[config.mk]
export PLATFORM = sky130hd
export DESIGN_NAME = bitstream_pkt_tx
export DESIGN_NICKNAME = d
export VERILOG_FILES = /design/src/rtl/pkt_tx_pkg.sv /design/src/rtl/pkt_crc16.sv /design/src/rtl/pkt_line_enc.sv /design/src/rtl/pkt_tx_ctrl.sv /design/src/rtl/bitstream_pkt_tx.sv
export SDC_FILE = /design/constraint.sdc
export NUM_CORES = 1
export LEC_CHECK = 0
export BUFFER_PORTS_ARGS = -buffer_cell sky130_fd_sc_hd__buf_2
export CAP_MARGIN = 10
export CORE_UTILIZATION = 52
export CTS_CLUSTER_SIZE = 14
export DETAILED_ROUTE_END_ITERATION = 10
export PLACE_DENSITY = 0.76
export SLEW_MARGIN = 30
export SYNTH_ARGS = -nofsm -noshare
export SYNTH_HDL_FRONTEND = slang
export SYNTH_HIERARCHICAL = 1
export SYNTH_SLANG_ARGS = --single-unit
export TNS_END_PERCENT = 1
[constraint.sdc]
create_clock -name clk -period 1.95 [get_ports clk]
set_clock_uncertainty 0.1 [all_clocks]
set_input_delay 0.0975 -clock clk [delete_from_list [all_inputs] [get_ports clk]]
set_output_delay 0.0975 -clock clk [all_outputs]
set_load 0.005 [all_outputs]
[src/rtl/pkt_tx_pkg.sv]
package pkt_tx_pkg;
  typedef enum logic [2:0] {
    ST_IDLE,
    ST_SYNC,
    ST_PID,
    ST_LOAD,
    ST_DATA,
    ST_CRC
  } tx_state_t;

  localparam logic [7:0]  SYNC_PATTERN  = 8'h01;
  localparam logic [15:0] CRC_POLY_REFL = 16'hA001;
  localparam logic [15:0] CRC_PRESET    = 16'hFFFF;
endpackage

[src/rtl/pkt_crc16.sv]
module pkt_crc16 #(
  parameter int          CRC_W  = 16,
  parameter logic [CRC_W-1:0] POLY   = 16'hA001,
  parameter logic [CRC_W-1:0] PRESET = 16'hFFFF
) (
  input  logic clk,
  input  logic rst_n,
  input  logic init,
  input  logic absorb,
  input  logic data_bit,
  input  logic drain,
  output logic crc_bit
);
  logic [CRC_W-1:0] crc_q;
  logic             fb;

  assign fb      = crc_q[0] ^ data_bit;
  assign crc_bit = ~crc_q[0];

  always_ff @(posedge clk) begin
    if (!rst_n)      crc_q <= PRESET;
    else if (init)   crc_q <= PRESET;
    else if (absorb) crc_q <= (crc_q >> 1) ^ (fb ? POLY : '0);
    else if (drain)  crc_q <= {1'b1, crc_q[CRC_W-1:1]};
  end


  crc_preset_chk: assert property (@(posedge clk) disable iff (!rst_n)
    init |=> (crc_q == PRESET));
endmodule

[src/rtl/pkt_line_enc.sv]
module pkt_line_enc #(
  parameter logic IDLE_LEVEL = 1'b1
) (
  input  logic clk,
  input  logic rst_n,
  input  logic en,
  input  logic bit_in,
  output logic line
);
  always_ff @(posedge clk) begin
    if (!rst_n)             line <= IDLE_LEVEL;
    else if (en && !bit_in) line <= ~line;
  end


  line_quiet_chk: assert property (@(posedge clk) disable iff (!rst_n)
    !en |=> $stable(line));

  line_zero_flip_chk: assert property (@(posedge clk) disable iff (!rst_n)
    (en && !bit_in) |=> (line != $past(line)));
endmodule

[src/rtl/pkt_tx_ctrl.sv]
module pkt_tx_ctrl
  import pkt_tx_pkg::*;
#(
  parameter int DATA_W    = 8,
  parameter int CRC_W     = 16,
  parameter int MAX_BYTES = 64,
  parameter int LEN_W     = 7
) (
  input  logic              clk,
  input  logic              rst_n,
  input  logic              start,
  input  logic [DATA_W-1:0] pid,
  input  logic [LEN_W-1:0]  len,
  input  logic              bit_en,
  input  logic              in_valid,
  input  logic [DATA_W-1:0] in_data,
  output logic              in_ready,
  output logic              busy,
  output logic              done,
  output logic              len_err,
  input  logic              crc_bit,
  output logic              crc_init,
  output logic              crc_absorb,
  output logic              crc_drain,
  output logic              shift_en,
  output logic              tx_bit
);
  localparam int CNT_W = $clog2(CRC_W);
  localparam logic [CNT_W-1:0] BYTE_LAST = CNT_W'(DATA_W - 1);
  localparam logic [CNT_W-1:0] CRC_LAST  = CNT_W'(CRC_W - 1);
  localparam logic [LEN_W-1:0] LEN_MAX   = LEN_W'(MAX_BYTES);

  tx_state_t         state;
  logic [DATA_W-1:0] sr;
  logic [DATA_W-1:0] pid_q;
  logic [CNT_W-1:0]  cnt;
  logic [LEN_W-1:0]  left;
  logic              sending;
  logic              field_last;
  logic              too_long;

  assign sending    = (state == ST_SYNC) || (state == ST_PID) ||
                      (state == ST_DATA) || (state == ST_CRC);
  assign shift_en   = bit_en && sending;
  assign field_last = (state == ST_CRC) ? (cnt == CRC_LAST) : (cnt == BYTE_LAST);
  assign tx_bit     = (state == ST_CRC) ? crc_bit : sr[0];
  assign too_long   = (len > LEN_MAX);
  assign crc_init   = (state == ST_IDLE) && start && !too_long;
  assign crc_absorb = shift_en && (state == ST_DATA);
  assign crc_drain  = shift_en && (state == ST_CRC);
  assign in_ready   = (state == ST_LOAD);
  assign busy       = (state != ST_IDLE);

  always_ff @(posedge clk) begin
    if (!rst_n) begin
      state   <= ST_IDLE;
      sr      <= '0;
      pid_q   <= '0;
      cnt     <= '0;
      left    <= '0;
      done    <= 1'b0;
      len_err <= 1'b0;
    end else begin
      done    <= 1'b0;
      len_err <= 1'b0;
      case (state)
        ST_IDLE: begin
          if (start) begin
            if (too_long) begin
              len_err <= 1'b1;
            end else begin
              state <= ST_SYNC;
              sr    <= SYNC_PATTERN;
              pid_q <= pid;
              left  <= len;
              cnt   <= '0;
            end
          end
        end
        ST_LOAD: begin
          if (in_valid) begin
            sr    <= in_data;
            left  <= left - 1'b1;
            cnt   <= '0;
            state <= ST_DATA;
          end
        end
        ST_SYNC, ST_PID, ST_DATA, ST_CRC: begin
          if (bit_en) begin
            sr  <= sr >> 1;
            cnt <= cnt + 1'b1;
            if (field_last) begin
              cnt <= '0;
              case (state)
                ST_SYNC: begin
                  state <= ST_PID;
                  sr    <= pid_q;
                end
                ST_CRC: begin
                  state <= ST_IDLE;
                  done  <= 1'b1;
                end
                default: state <= (left == '0) ? ST_CRC : ST_LOAD;
              endcase
            end
          end
        end
        default: state <= ST_IDLE;
      endcase
    end
  end


  done_single_chk: assert property (@(posedge clk) disable iff (!rst_n)
    done |=> !done);

  done_idle_chk: assert property (@(posedge clk) disable iff (!rst_n)
    done |-> !busy);

  err_idle_chk: assert property (@(posedge clk) disable iff (!rst_n)
    len_err |-> (!busy && !in_ready));

  busy_start_chk: assert property (@(posedge clk) disable iff (!rst_n)
    (busy && start) |=> !len_err);

  stall_hold_chk: assert property (@(posedge clk) disable iff (!rst_n)
    (in_ready && !in_valid) |=> in_ready);
endmodule

[src/rtl/bitstream_pkt_tx.sv]
module bitstream_pkt_tx
  import pkt_tx_pkg::*;
#(
  parameter int DATA_W    = 8,
  parameter int MAX_BYTES = 64,
  parameter int CRC_W     = 16,
  parameter int LEN_W     = $clog2(MAX_BYTES + 1)
) (
  input  logic              clk,
  input  logic              rst_n,
  input  logic              start,
  input  logic [DATA_W-1:0] pid,
  input  logic [LEN_W-1:0]  len,
  input  logic              bit_en,
  input  logic              in_valid,
  input  logic [DATA_W-1:0] in_data,
  output logic              in_ready,
  output logic              line_out,
  output logic              busy,
  output logic              done,
  output logic              len_err
);
  logic crc_bit, crc_init, crc_absorb, crc_drain, shift_en, tx_bit;

  pkt_tx_ctrl #(
    .DATA_W(DATA_W), .CRC_W(CRC_W), .MAX_BYTES(MAX_BYTES), .LEN_W(LEN_W)
  ) u_ctrl (
    .clk(clk), .rst_n(rst_n), .start(start), .pid(pid), .len(len),
    .bit_en(bit_en), .in_valid(in_valid), .in_data(in_data),
    .in_ready(in_ready), .busy(busy), .done(done), .len_err(len_err),
    .crc_bit(crc_bit), .crc_init(crc_init), .crc_absorb(crc_absorb),
    .crc_drain(crc_drain), .shift_en(shift_en), .tx_bit(tx_bit)
  );

  pkt_crc16 #(
    .CRC_W(CRC_W), .POLY(CRC_POLY_REFL), .PRESET(CRC_PRESET)
  ) u_crc (
    .clk(clk), .rst_n(rst_n), .init(crc_init), .absorb(crc_absorb),
    .data_bit(tx_bit), .drain(crc_drain), .crc_bit(crc_bit)
  );

  pkt_line_enc #(.IDLE_LEVEL(1'b1)) u_enc (
    .clk(clk), .rst_n(rst_n), .en(shift_en), .bit_in(tx_bit), .line(line_out)
  );


  idle_line_chk: assert property (@(posedge clk) disable iff (!rst_n)
    !busy |=> $stable(line_out));
endmodule

-- After elaboration in Yosys (flattened, before gate mapping)
Index checks and enable logic that the tools add are counted.
- add/subtract/negate cells: 2
- magnitude comparators: 1
- eq/ne operators: 12
- multiplexer cells: 32
- bitwise logic cells: 6
- reduce and logical (&&, ||, !) cells: 25
- operators by type and width (cell ; count):
    $mux W16 ; 3
    $mux W8 ; 6
    $pmux W8 S3 ; 1
    $mux W7 ; 3
    $mux W4 ; 5
    $mux W3 ; 6
    $xor A15 B16 Y16 ; 1
    $pmux W7 S2 ; 1
    $pmux W4 S3 ; 1
    $reduce_and A5 Y1 ; 2
    $pmux W3 S3 ; 1
    $ne A2 B2 Y1 const B ; 4
    $reduce_and A4 Y1 ; 2
    $gt A7 B7 Y1 const B ; 1
    $logic_not A7 Y1 ; 1
    $sub A7 B1 Y7 const B ; 1
    $eq A3 B2 Y1 const B ; 2
    $eq A3 B3 Y1 const B ; 2
    $logic_and A1 B1 Y1 ; 6
    $pmux W3 S2 ; 1
    $reduce_and A3 Y1 ; 2
    $reduce_bool A3 Y1 ; 2
    $add A4 B1 Y4 const B ; 1
    $eq A4 B3 Y1 const B ; 1
    other kinds (12) ; 22
- flip-flop bits (word level): 49
- bits of input ports: 28
- output and inout port bits: 5
- logic and storage cells: 87

-- Depth between registers and ports, before layout
Gate-level depths: netlist of run 1.
- word-level depth: 8
- gate-level depth with buffers: 9
- mapped depth without buffers: 7

-- Hierarchy
Netlist of run 1, hierarchy kept.
- modules (own cells, without submodules) (module ; instances ; cells each ; area an instance (um^2) ; sequential area each (um^2)):
    pkt_tx_ctrl ; 1 ; 220 ; 1815.5 ; 640.6
    pkt_crc16 ; 1 ; 81 ; 732.0 ; 320.3
    pkt_line_enc ; 1 ; 5 ; 48.8 ; 20.0

-- Least setup slack after synthesis of run 1
Ideal clock, no wire load.
- kind: input -> register
- from: input len[5]
- to: register u_crc.crc_q[13]
- library setup time: 79 ps
- data arrival time: 1816 ps
- data required time: 1771 ps
- path slack: -46 ps
- stages: 9
- path buffers: 2
- cells stage by stage: or4_4 -> o21ai_0 -> nand3_1 -> clkbuf_1 -> inv_1 -> nor2b_1 -> buf_1 -> nor2b_1 -> a22oi_1
- longest elaborated chain between the ends: 4
- ends and longest elaborated chain (element ; line ; source):
    start: declaration ; bitstream_pkt_tx.sv:13 ; input logic [LEN_W-1:0] len,
    $gt A7 B7 Y1 ; pkt_tx_ctrl.sv:47 ; assign too_long = (len > LEN_MAX);
    $logic_not A1 Y1 ; pkt_tx_ctrl.sv:48 ; assign crc_init = (state == ST_IDLE) && start && !too_long;
    $logic_and A1 B1 Y1 ; pkt_tx_ctrl.sv:48 ;
    named net crc_init ; bitstream_pkt_tx.sv:23 ; logic crc_bit, crc_init, crc_absorb, crc_drain, shift_en, tx_bit;
    $reduce_or A2 Y1 (no source line) ; - ;
    end signal: assignment ; pkt_crc16.sv:23 ; else if (absorb) crc_q <= (crc_q >> 1) ^ (fb ? POLY : '0);
    end signal: assignment ; pkt_crc16.sv:24 ; else if (drain) crc_q <= {1'b1, crc_q[CRC_W-1:1]};
    end: declaration ; pkt_crc16.sv:14 ; logic [CRC_W-1:0] crc_q;
The timed path passes the listed nets, and every way through them passes these cells.
A chain may end at the register's enable or synchronous reset.

-- Worst setup path after layout of run 1
- from: register u_ctrl.state[0]
- to: register u_ctrl.state[1]
- longest elaborated chain between the ends: 5
- elaborated cells on any way between the ends: 18
- classes of those cells: eq/ne: 10; mux: 5; reduce/logical: 3
- ends and longest elaborated chain (element ; line ; source):
    start: declaration ; pkt_tx_ctrl.sv:33 ; tx_state_t state;
    start signal: assignment ; pkt_tx_ctrl.sv:103 ; default: state <= (left == '0) ? ST_CRC : ST_LOAD;
    $eq A3 B3 Y1 / $eq A3 B1 Y1 (equally long branches) ; pkt_tx_ctrl.sv:45, pkt_tx_ctrl.sv:66, pkt_tx_ctrl.sv:94 ;
    $pmux W3 S2 ; pkt_tx_ctrl.sv:94 ; case (state)
    $mux W3 ; pkt_tx_ctrl.sv:92 ; if (field_last) begin
    $mux W3 ; pkt_tx_ctrl.sv:89 ; if (bit_en) begin
    $pmux W3 S3 ; pkt_tx_ctrl.sv:66 ; case (state)
Parallel ways exist; a longest one is shown, timed or not. The select of a mux whose other input is x is not followed.

==> impl_metrics.yaml, run 1 <==
logic_synthesis:
  yosys.area.top_type_share_pct: 37.8
  ys_seq_area_share_pct: 37.8
  syn-num-nets: 337
  synth_ff_type: "dfxtp_1"
  synth-async-reset-ratio_pct: 0
  synth_seq_cells: 49
  yosys-top-cells-count: "dfxtp_1 (49), nand2_1 (33), nor2_1 (29), a21oi_1 (18), o21ai_0 (17)"
  yosysMostFrequentCell: "dfxtp_1"
  synthesis.area_mm2: 0.00260
  ys_types: 59
  syn_inst: 306
  yosysWarnings: 6
  synth_area_leaders: "dfxtp_1 (38%), nand2_1 (4.8%), nor2_1 (4.2%)"
  avgSynthCellArea_um2: 8.48
  synth_edf_count: 0
  synth_largest_area_cell: "dfxtp_1"
critical_path:
  cp_max_fo: 7
  cp-start-kind: "flip-flop"
  r2r_setup_slack_ns: 0.05
  critPathCaptureType: "flip-flop"
  worstReg2RegEnd: "u_ctrl/state[1]"
  worstRegToRegCells: 8
  required_ns: 2.05
  worstSetupPathType: "reg2reg"
  r2r-start: "u_ctrl/state[0]"
  crit_arrival_ns: 2.00
timing:
  min_period_over_period_pct: 97.5
  setup-violations-final: 0
  drv_slew: 0
  max_freq_mhz: 526
  setup_slack_ns: 0.0494
  relSlewSlack_pct: 64.6
  tightest_slew_ns: 0.530
  hold_violations: 0
  layout_min_cycle_time_ns: 1.90
  finalSetupTns_ns: 0
  rsz0062_at_grt: "true"
route:
  vias_per_cell: 5.50
  ant_nets: 0
  post-route-drc-count: 0
  vias: 2409
  drtIter0Drc: 188
  routedWlPerCell_um: 13.7
  wl_um: 5980
  dr.pass1.iters: 5
clock_tree:
  htreeDepth: 2
  clk_path_buf_depth: 2
  cts_root_buf: "clkbuf_8"
  numCtsBuffers: 5
  cts_setup_buffers: 0
  clkLatencyLatePin_ns: 0.31
  cts_tree: "done"
  path_clk_slew_ns: 0.09
  clock-sinks: 49
final_layout:
  final.fill_count: 398
  instances_no_fill: 438
  finalNetCount: 401
  diodes: 0
  final_cell_area_mm2: 0.00324
  area.growth.synth_to_final_pct: 24.7
  drive_gt1_share_pct: 32.1
placement:
  place_area_mm2: 0.00296
  dp.cells: 417
  port_buffers: 32
  dp_hpwl_um: 4110
  place_ws_ns: -0.0712
  routabilityCongestion: 0.863
floorplan:
  dieArea_mm2: 0.00528
  fp-row-count: 25
  fp.coreArea_mm2: 0.00475
  io_pins: 33
  fp.dieH_um: 72.7
  start_util_pct: 54.6
  fp.dieW_um: 72.7
power:
  ir_drop_uv: 735
  power_density_mw_per_mm2: 1130
  leakage_nw: 1.41
  finalPower_mw: 3.66
hold_path:
  whs_endpoint: "u_ctrl/len_err"
  hp-class: "in2reg"
  holdCritStartpoint: "len[6]"
  whs_path_depth: 3
grt:
  antenna_found_initial: 0
  track_usage_pct: 24.1
  overflow: 0
  grt_pass1_vias: 2254
  grt_first_pass_wirelength_um: 9980
  grt_start_max_net_pins: 20
outcome:
  status: "finished clean"
job:
  max_cap_violations: 0
==> power by group <==
| part | internal [mW] | switching (mW) |
|---|---|---|
| Clock | 0.385 | 0.361 |
| Sequential | 1.17 | 0.123 |
| Combinational | 0.762 | 0.853 |
| Total | 2.32 | 1.34 |
==> registers in the layout (all words and copies together) (netlist names) <==
| register | cells |
|---|---|
| u_ctrl/pid_q | 8 |
| u_ctrl/cnt | 4 |
| u_ctrl/len_err | 1 |
| u_ctrl/sr | 8 |
| u_ctrl/left | 7 |
| u_enc/line | 1 |
| u_crc/crc_q | 16 |
| u_ctrl/state | 3 |
| u_ctrl/done | 1 |
==> what timing repair did <==
| item | in CTS | in global routing |
|---|---|---|
| resized for setup | 3 | 10 |
| hold buffers | 13 | 0 |
| endpoints found under the hold margin | 13 | 0 |
| setup endpoints to repair | 19 | 28 |
| pin swaps | 0 | 1 |
==> critical path: stages, from the launching register on <==
cell and delay (ns):
dfxtp_2 0.36, buf_4 0.15, nor3_4 0.18, inv_1 0.09, o31ai_2 0.06, nor3_1 0.09, buf_4 0.16, or3_1 0.33
o41ai_1 0.28
==> worst max-delay path by stage <==
stage	start	endpoint	slack, ns	cells past startpoint
2_1_floorplan	u_ctrl/state[1]	u_ctrl/left[5]	0.01	7
3_3_place_gp	len[5]	u_ctrl/state[1]	-0.01	6
3_5_place_dp	len[5]	u_ctrl/state[1]	-0.07	7
4_1_cts	u_ctrl/cnt[0]	u_ctrl/state[1]	0.01	7
5_1_grt	u_ctrl/state[0]	u_ctrl/state[1]	-0.08	8
6_report	u_ctrl/state[0]	u_ctrl/state[1]	0.05	8
==> stage by stage <==
| step | hold WS, ns | util (%) |
|---|---|---|
| finish | 0.0155 | 68.1 |
| global route | 0.00648 | 68.1 |
| CTS | 0.00242 | 67.6 |
| detailed placement | 0.235 | 62.3 |
| global placement | 0.228 | 62.3 |
| floorplan | 0.111 | - |
==> cell type report <==
class	count	area [µm²]	share of cell area (%)
clock buffer	5	68.8	2.13
clock inverter	3	43.8	1.35
timing repair buffer	74	512	15.8
inverter	11	41.3	1.28
tap	67	83.8	2.59
sequential	49	986	30.4
multi-input combinational	229	1500	46.4
==> cells by family after synthesis <==
| group | after synthesis | share of synthesized area, % |
|---|---|---|
| xor gates and xnor gates | 3 | 1.01 |
| muxes | 18 | 7.37 |
| AOI/OAI and AO/OA | 74 | 19.3 |
| adders and majority gates | 3 | 1.45 |
| and+or+nand+nor | 131 | 27.8 |
| buffers and inverters | 28 | 5.30 |
| DFF | 49 | 37.8 |
==> per-layer routing <==
metal / GRT usage, % / routed length [µm] / vias up
met5: 0 / 0 / -
met4: 8.50 / 71 / 0
met3: 5.52 / 287 / 9
met2: 40.1 / 2890 / 64
met1: 30.6 / 2730 / 1117
li1: - / - / 1219
==> cell usage in the layout (no fill, tap or decap), types with 8 or more instances in the layout <==
cell type / Yosys / final
dfxtp_1: 49 / 45
buf_2: 7 / 32
nand2_1: 33 / 32
buf_4: 0 / 28
nor2_1: 29 / 28
a21oi_1: 18 / 18
o21ai_0: 17 / 17
dlygate4sd3_1: 0 / 13
nand2_2: 10 / 11
nand3_2: 10 / 10
inv_1: 9 / 9
nand3_1: 9 / 9
mux2_2: 9 / 9
mux2i_1: 9 / 9
a22oi_1: 8 / 8
No activity file was read; power rests on OpenSTA's default activity.
==> run 2: changes to the inputs <==
--- a/config.mk
+++ b/config.mk
@@ -7,6 +7,7 @@
 export LEC_CHECK = 0
 export BUFFER_PORTS_ARGS = -buffer_cell sky130_fd_sc_hd__buf_2
 export CAP_MARGIN = 10
+export CORE_ASPECT_RATIO = 0.8
 export CORE_UTILIZATION = 52
 export CTS_CLUSTER_SIZE = 14
 export DETAILED_ROUTE_END_ITERATION = 10
==> impl_metrics.yaml, run 2 (same netlist as run 1, synthesis figures left out) <==
final_layout:
  final_common_cell: "dfxtp_1"
  layout_common_cells: "dfxtp_1 (44), buf_4 (38), buf_2 (32), nand2_1 (32), nor2_1 (28)"
  regMostFlops: "u_crc/crc_q"
  top_regs: "u_crc/crc_q: 16 flops, u_ctrl/pid_q: 8 flops, u_ctrl/sr: 8 flops"
  finalNetCount: 408
  diodes: 0
  final_util_pct: 71.9
  drive_gt1_share_pct: 36.5
  area.growth.synth_to_final_pct: 29.6
  instances_no_fill: 438
  largest_reg_flops: 16
critical_path:
  cp-start-kind: "flip-flop"
  cp_max_fo: 7
  crit_top_cell: "buf_4"
  required_ns: 2.06
  worstSetupPathType: "reg2reg"
  cp_cell_sequence: "buf_4 -> buf_4 -> o21bai_1 -> o221ai_2 -> or3_4 -> o41ai_2"
  crit_arrival_ns: 2.06
  cp_slowest_cell: "or3_4"
  critPathMaxStageDelay_ns: 0.40
  critPathCaptureType: "flip-flop"
clock_tree:
  path_clk_slew_ns: 0.10
  clk_path_buf_depth: 2
  numCtsBuffers: 5
  htreeDepth: 2
  cts_tree: "done"
  clock-sinks: 49
  cts_root_buf: "clkbuf_8"
  clkLatencyLatePin_ns: 0.30
power:
  power_density_mw_per_mm2: 1200
  ir_drop_uv: 598
  p_int_mw: 2.61
  swShare_pct: 35.5
  p_seq_share_pct: 32.2
  clkPwrFrac_pct: 21.8
  comb_power_share_pct: 46.0
  power.switching_mw: 1.43
  finalPower_mw: 4.04
  leakage_nw: 1.47
timing:
  max_freq_mhz: 511
  drv_slew: 0
  relSlewSlack_pct: 64.8
  tightest_slew_ns: 0.528
  rsz0062_at_grt: "true"
  setup_slack_ns: -0.00852
  hold_violations: 0
  finalSetupTns_ns: -0.00852
  layout_min_cycle_time_ns: 1.96
  setup-violations-final: 1
  hold_slack_ns: 0.0169
  min_period_over_period_pct: 100
grt:
  grt_pass1_vias: 2312
  overflow: 0
  grt_first_pass_wirelength_um: 10900
  antenna_found_initial: 0
  track_usage_pct: 27.4
  grt_start_max_net_pins: 20
floorplan:
  start_util_pct: 55.5
  dieArea_mm2: 0.00528
  fp.coreArea_mm2: 0.00468
  fp.dieW_um: 81
  fp.dieH_um: 65.2
  io_pins: 33
  fp-row-count: 22
route:
  routedWlPerCell_um: 15.1
  post-route-drc-count: 0
  vias: 2487
  vias_per_cell: 5.68
  ant_nets: 0
  wl_um: 6590
  dr.pass1.iters: 4
  drtIter0Drc: 137
job:
  max_cap_violations: 0
hold_path:
  hp-class: "in2reg"
placement:
  dp_hpwl_um: 4420
  port_buffers: 32
  dp.cells: 420
  routabilityCongestion: 0.878
outcome:
  failed_checks: "setup timing"
  status: "finished, violations left"
-- run 2: worst paths after layout --
kind                         from               to  slack, ns  cells past startpoint
hold / removal         in_data[6]     u_ctrl/sr[6]       0.02                      3
setup / recovery  u_ctrl/state[2]  u_ctrl/state[1]     -0.009                      6
hold reg to reg      u_ctrl/sr[0]     u_ctrl/sr[0]       0.37                      2
setup reg to reg  u_ctrl/state[2]  u_ctrl/state[1]     -0.009                      6
-- run 2: what timing repair did --
item | 4_1_cts | 5_1_grt
endpoints found under the hold margin | 9 | 0
setup buffers | 0 | 2
hold buffers | 9 | 0
resized for setup | 9 | 15
endpoints found under the setup margin | 22 | 21
pin swaps | 0 | 4
-- run 2: layout make-up --
type,instances,area (µm²)
sequential,49,992
tap,60,75.1
fill,391,1320
clock inverter,3,68.8
clock buffer,5,68.8
multi-input combinational,229,1540
inverter,11,41.3
timing repair buffer,81,576
-- run 2: per-stage QoR --
stage | cell area [µm²] | setup slack [ns]
after floorplan | 2600 | 0.0132
after global placement | 3050 | 0.00867
after detailed placement | 3050 | -0.0749
after CTS | 3300 | -0.0256
after global routing | 3360 | -0.105
final | 3360 | -0.00852
-- run 2: critical path, delay by kind of cell (launching register included) --
kind                   cells  cell delay, ns
buffers and inverters      2            0.33
and+or+nand+nor            1            0.40
AOI/OAI and AO/OA          3            0.68
DFF                        1            0.36
-- run 2: per-layer routing --
layer | vias to the layer above | global-route usage, % | routed length [µm]
li1 | 1229 | - | -
met1 | 1194 | 36.8 | 3000
met2 | 60 | 44.5 | 3210
met3 | 4 | 4.86 | 336
met4 | 0 | 8.26 | 49
met5 | - | 0 | 0
-- run 2: power by group through the flow --
stage | Sequential, mW | Clock, mW | Combinational, mW
CTS | 1.29 | 0.894 | 1.76
global route | 1.32 | 0.931 | 2.02
floorplan | 1.27 | 0 | 1.04
global placement | 1.30 | 0 | 1.67
finish | 1.30 | 0.882 | 1.86
detailed placement | 1.31 | 0 | 1.70
==> run 3: changes to the inputs <==
--- a/config.mk
+++ b/config.mk
@@ -5,7 +5,7 @@
 export SDC_FILE = /design/constraint.sdc
 export NUM_CORES = 1
 export LEC_CHECK = 0
-export BUFFER_PORTS_ARGS = -buffer_cell sky130_fd_sc_hd__buf_2
+export BUFFER_PORTS_ARGS = -buffer_cell sky130_fd_sc_hd__buf_4
 export CAP_MARGIN = 10
 export CORE_ASPECT_RATIO = 0.8
 export CORE_UTILIZATION = 52
==> constraint.sdc (replaced) <==
create_clock -name clk -period 1.95 [get_ports clk]
set_clock_uncertainty 0.1 [all_clocks]
set_input_delay 0.39 -clock clk [delete_from_list [all_inputs] [get_ports clk]]
set_output_delay 0.39 -clock clk [all_outputs]
set_load 0.005 [all_outputs]
==> impl_metrics.yaml, run 3 (same netlist as run 1, synthesis figures left out) <==
outcome:
  status: "finished clean"
clock_tree:
  htreeDepth: 2
  cts_tree: "done"
  clk_path_buf_depth: 2
  clkLatencyLatePin_ns: 0.31
  path_clk_slew_ns: 0.10
  numCtsBuffers: 5
  cts_hold_buf: 0
  clock-sinks: 49
  cts_root_buf: "clkbuf_8"
placement:
  dp_hpwl_um: 4350
  port_buffers: 32
  dp.cells: 413
  routabilityCongestion: 0.848
timing:
  layout_min_cycle_time_ns: 1.92
  hold_violations: 0
  relSlewSlack_pct: 60.3
  setup-violations-final: 0
  rsz0062_at_grt: "true"
  max_freq_mhz: 522
  tightest_slew_ns: 0.594
  min_period_over_period_pct: 98.3
  drv_slew: 0
power:
  leakage_nw: 1.42
  ir_drop_uv: 787
  finalPower_mw: 3.74
  power_density_mw_per_mm2: 1130
floorplan:
  fp.dieW_um: 81
  io_pins: 33
  start_util_pct: 55.5
  dieArea_mm2: 0.00528
  fp.coreArea_mm2: 0.00468
  fp.dieH_um: 65.2
  fp-row-count: 22
grt:
  overflow: 0
  grt_start_max_net_pins: 22
  grt_pass1_vias: 2300
  grt_first_pass_wirelength_um: 10500
  track_usage_pct: 25.6
  antenna_found_initial: 0
job:
  max_cap_violations: 0
critical_path:
  worstSetupPathType: "in2reg"
  worstRegToRegCells: 7
  required_ns: 2.07
  crit_arrival_ns: 2.04
  cp-start-kind: "input pin"
  critPathCaptureType: "flip-flop"
  cp_max_fo: 5
final_layout:
  top_regs: "u_crc/crc_q: 16 flops, u_ctrl/pid_q: 8 flops, u_ctrl/sr: 8 flops"
  drive_gt1_share_pct: 37.1
  layout_common_cells: "buf_4 (63), dfxtp_1 (46), nand2_1 (32)"
  largest_reg_flops: 16
  final.fill_count: 362
  finalNetCount: 397
  area.growth.synth_to_final_pct: 28.0
  instances_no_fill: 427
  regMostFlops: "u_crc/crc_q"
  diodes: 0
  final_common_cell: "buf_4"
route:
  post-route-drc-count: 0
  wl_um: 6230
  vias_per_cell: 5.62
  dr.pass1.iters: 5
  vias: 2398
  routedWlPerCell_um: 14.6
  ant_nets: 0
  drtIter0Drc: 119
hold_path:
  whs_path_depth: 3
  hp-class: "in2reg"
run 3: cell types whose count changed in the layout (fill, tap and decap cells not counted), moves of 2 or more:
cell / previous run / this run
buf_2: 32 / 0
buf_4: 38 / 63
buf_6: 0 / 4
bufinv_16: 2 / 0
dfxtp_1: 44 / 46
dfxtp_4: 2 / 0
dlygate4sd3_1: 9 / 0
run 3: where the power goes:
group	switching, mW	total [mW]	internal [mW]
combinational	0.953	1.81	0.861
sequential	0.105	1.28	1.17
clock	0.384	0.653	0.269
run 3: cell type report:
| class | count | area, µm² | area share (%) |
|---|---|---|---|
| clock buffers | 5 | 68.8 | 2.07 |
| clock inverters | 3 | 28.8 | 0.866 |
| flip-flops and latches | 49 | 985 | 29.6 |
| inverters | 11 | 41.3 | 1.24 |
| well taps | 60 | 75.1 | 2.26 |
| repair buffers | 70 | 578 | 17.4 |
| multi-input cells | 229 | 1550 | 46.5 |
run 3: final timing paths:
check                       start         endpoint  slack [ns]
setup / recovery           len[2]  u_ctrl/state[1]        0.03
setup reg to reg  u_ctrl/state[0]     u_ctrl/sr[5]        0.04
hold reg to reg     u_ctrl/cnt[1]    u_ctrl/cnt[1]        0.38
hold / removal             pid[7]  u_ctrl/pid_q[7]        0.21
run 3: per-layer routing:
metal	track usage (%)	share of wire (%)	vias up	wire, µm
li1	-	-	1213	-
met5	0	0	-	0
met3	4.86	4.3	9	268
met2	41.8	46	61	2900
met4	8.48	1.2	0	72
met1	33.7	48	1115	2990
run 3: per-stage QoR:
| stage | utilization [%] | worst slack (ns) | area (µm²) | TNS, ns | hold slack, ns |
|---|---|---|---|---|---|
| after floorplan | - | -0.0820 | 2620 | -0.996 | 0.334 |
| after detailed placement | 66.2 | -0.271 | 3100 | -4.85 | 0.361 |
| final | 71.0 | 0.0337 | 3320 | 0 | 0.206 |
| after global placement | 66.2 | -0.240 | 3100 | -3.69 | 0.350 |
| after global routing | 71.0 | -0.0187 | 3320 | -0.0605 | 0.195 |
| after CTS | 68.8 | -0.0289 | 3220 | -0.0523 | 0.202 |
run 3: repair_timing:
item | 4_1_cts | 5_1_grt
pin swaps | 0 | 2
setup buffers | 2 | 4
endpoints found under the setup margin | 19 | 22
gates resized for setup | 3 | 20
run 3: critical path, cell delays in order:
cell	delay (ns)
buf_4	0.11
or4_4	0.57
o211ai_4	0.26
o221ai_2	0.18
or3_1	0.34
o41ai_2	0.18
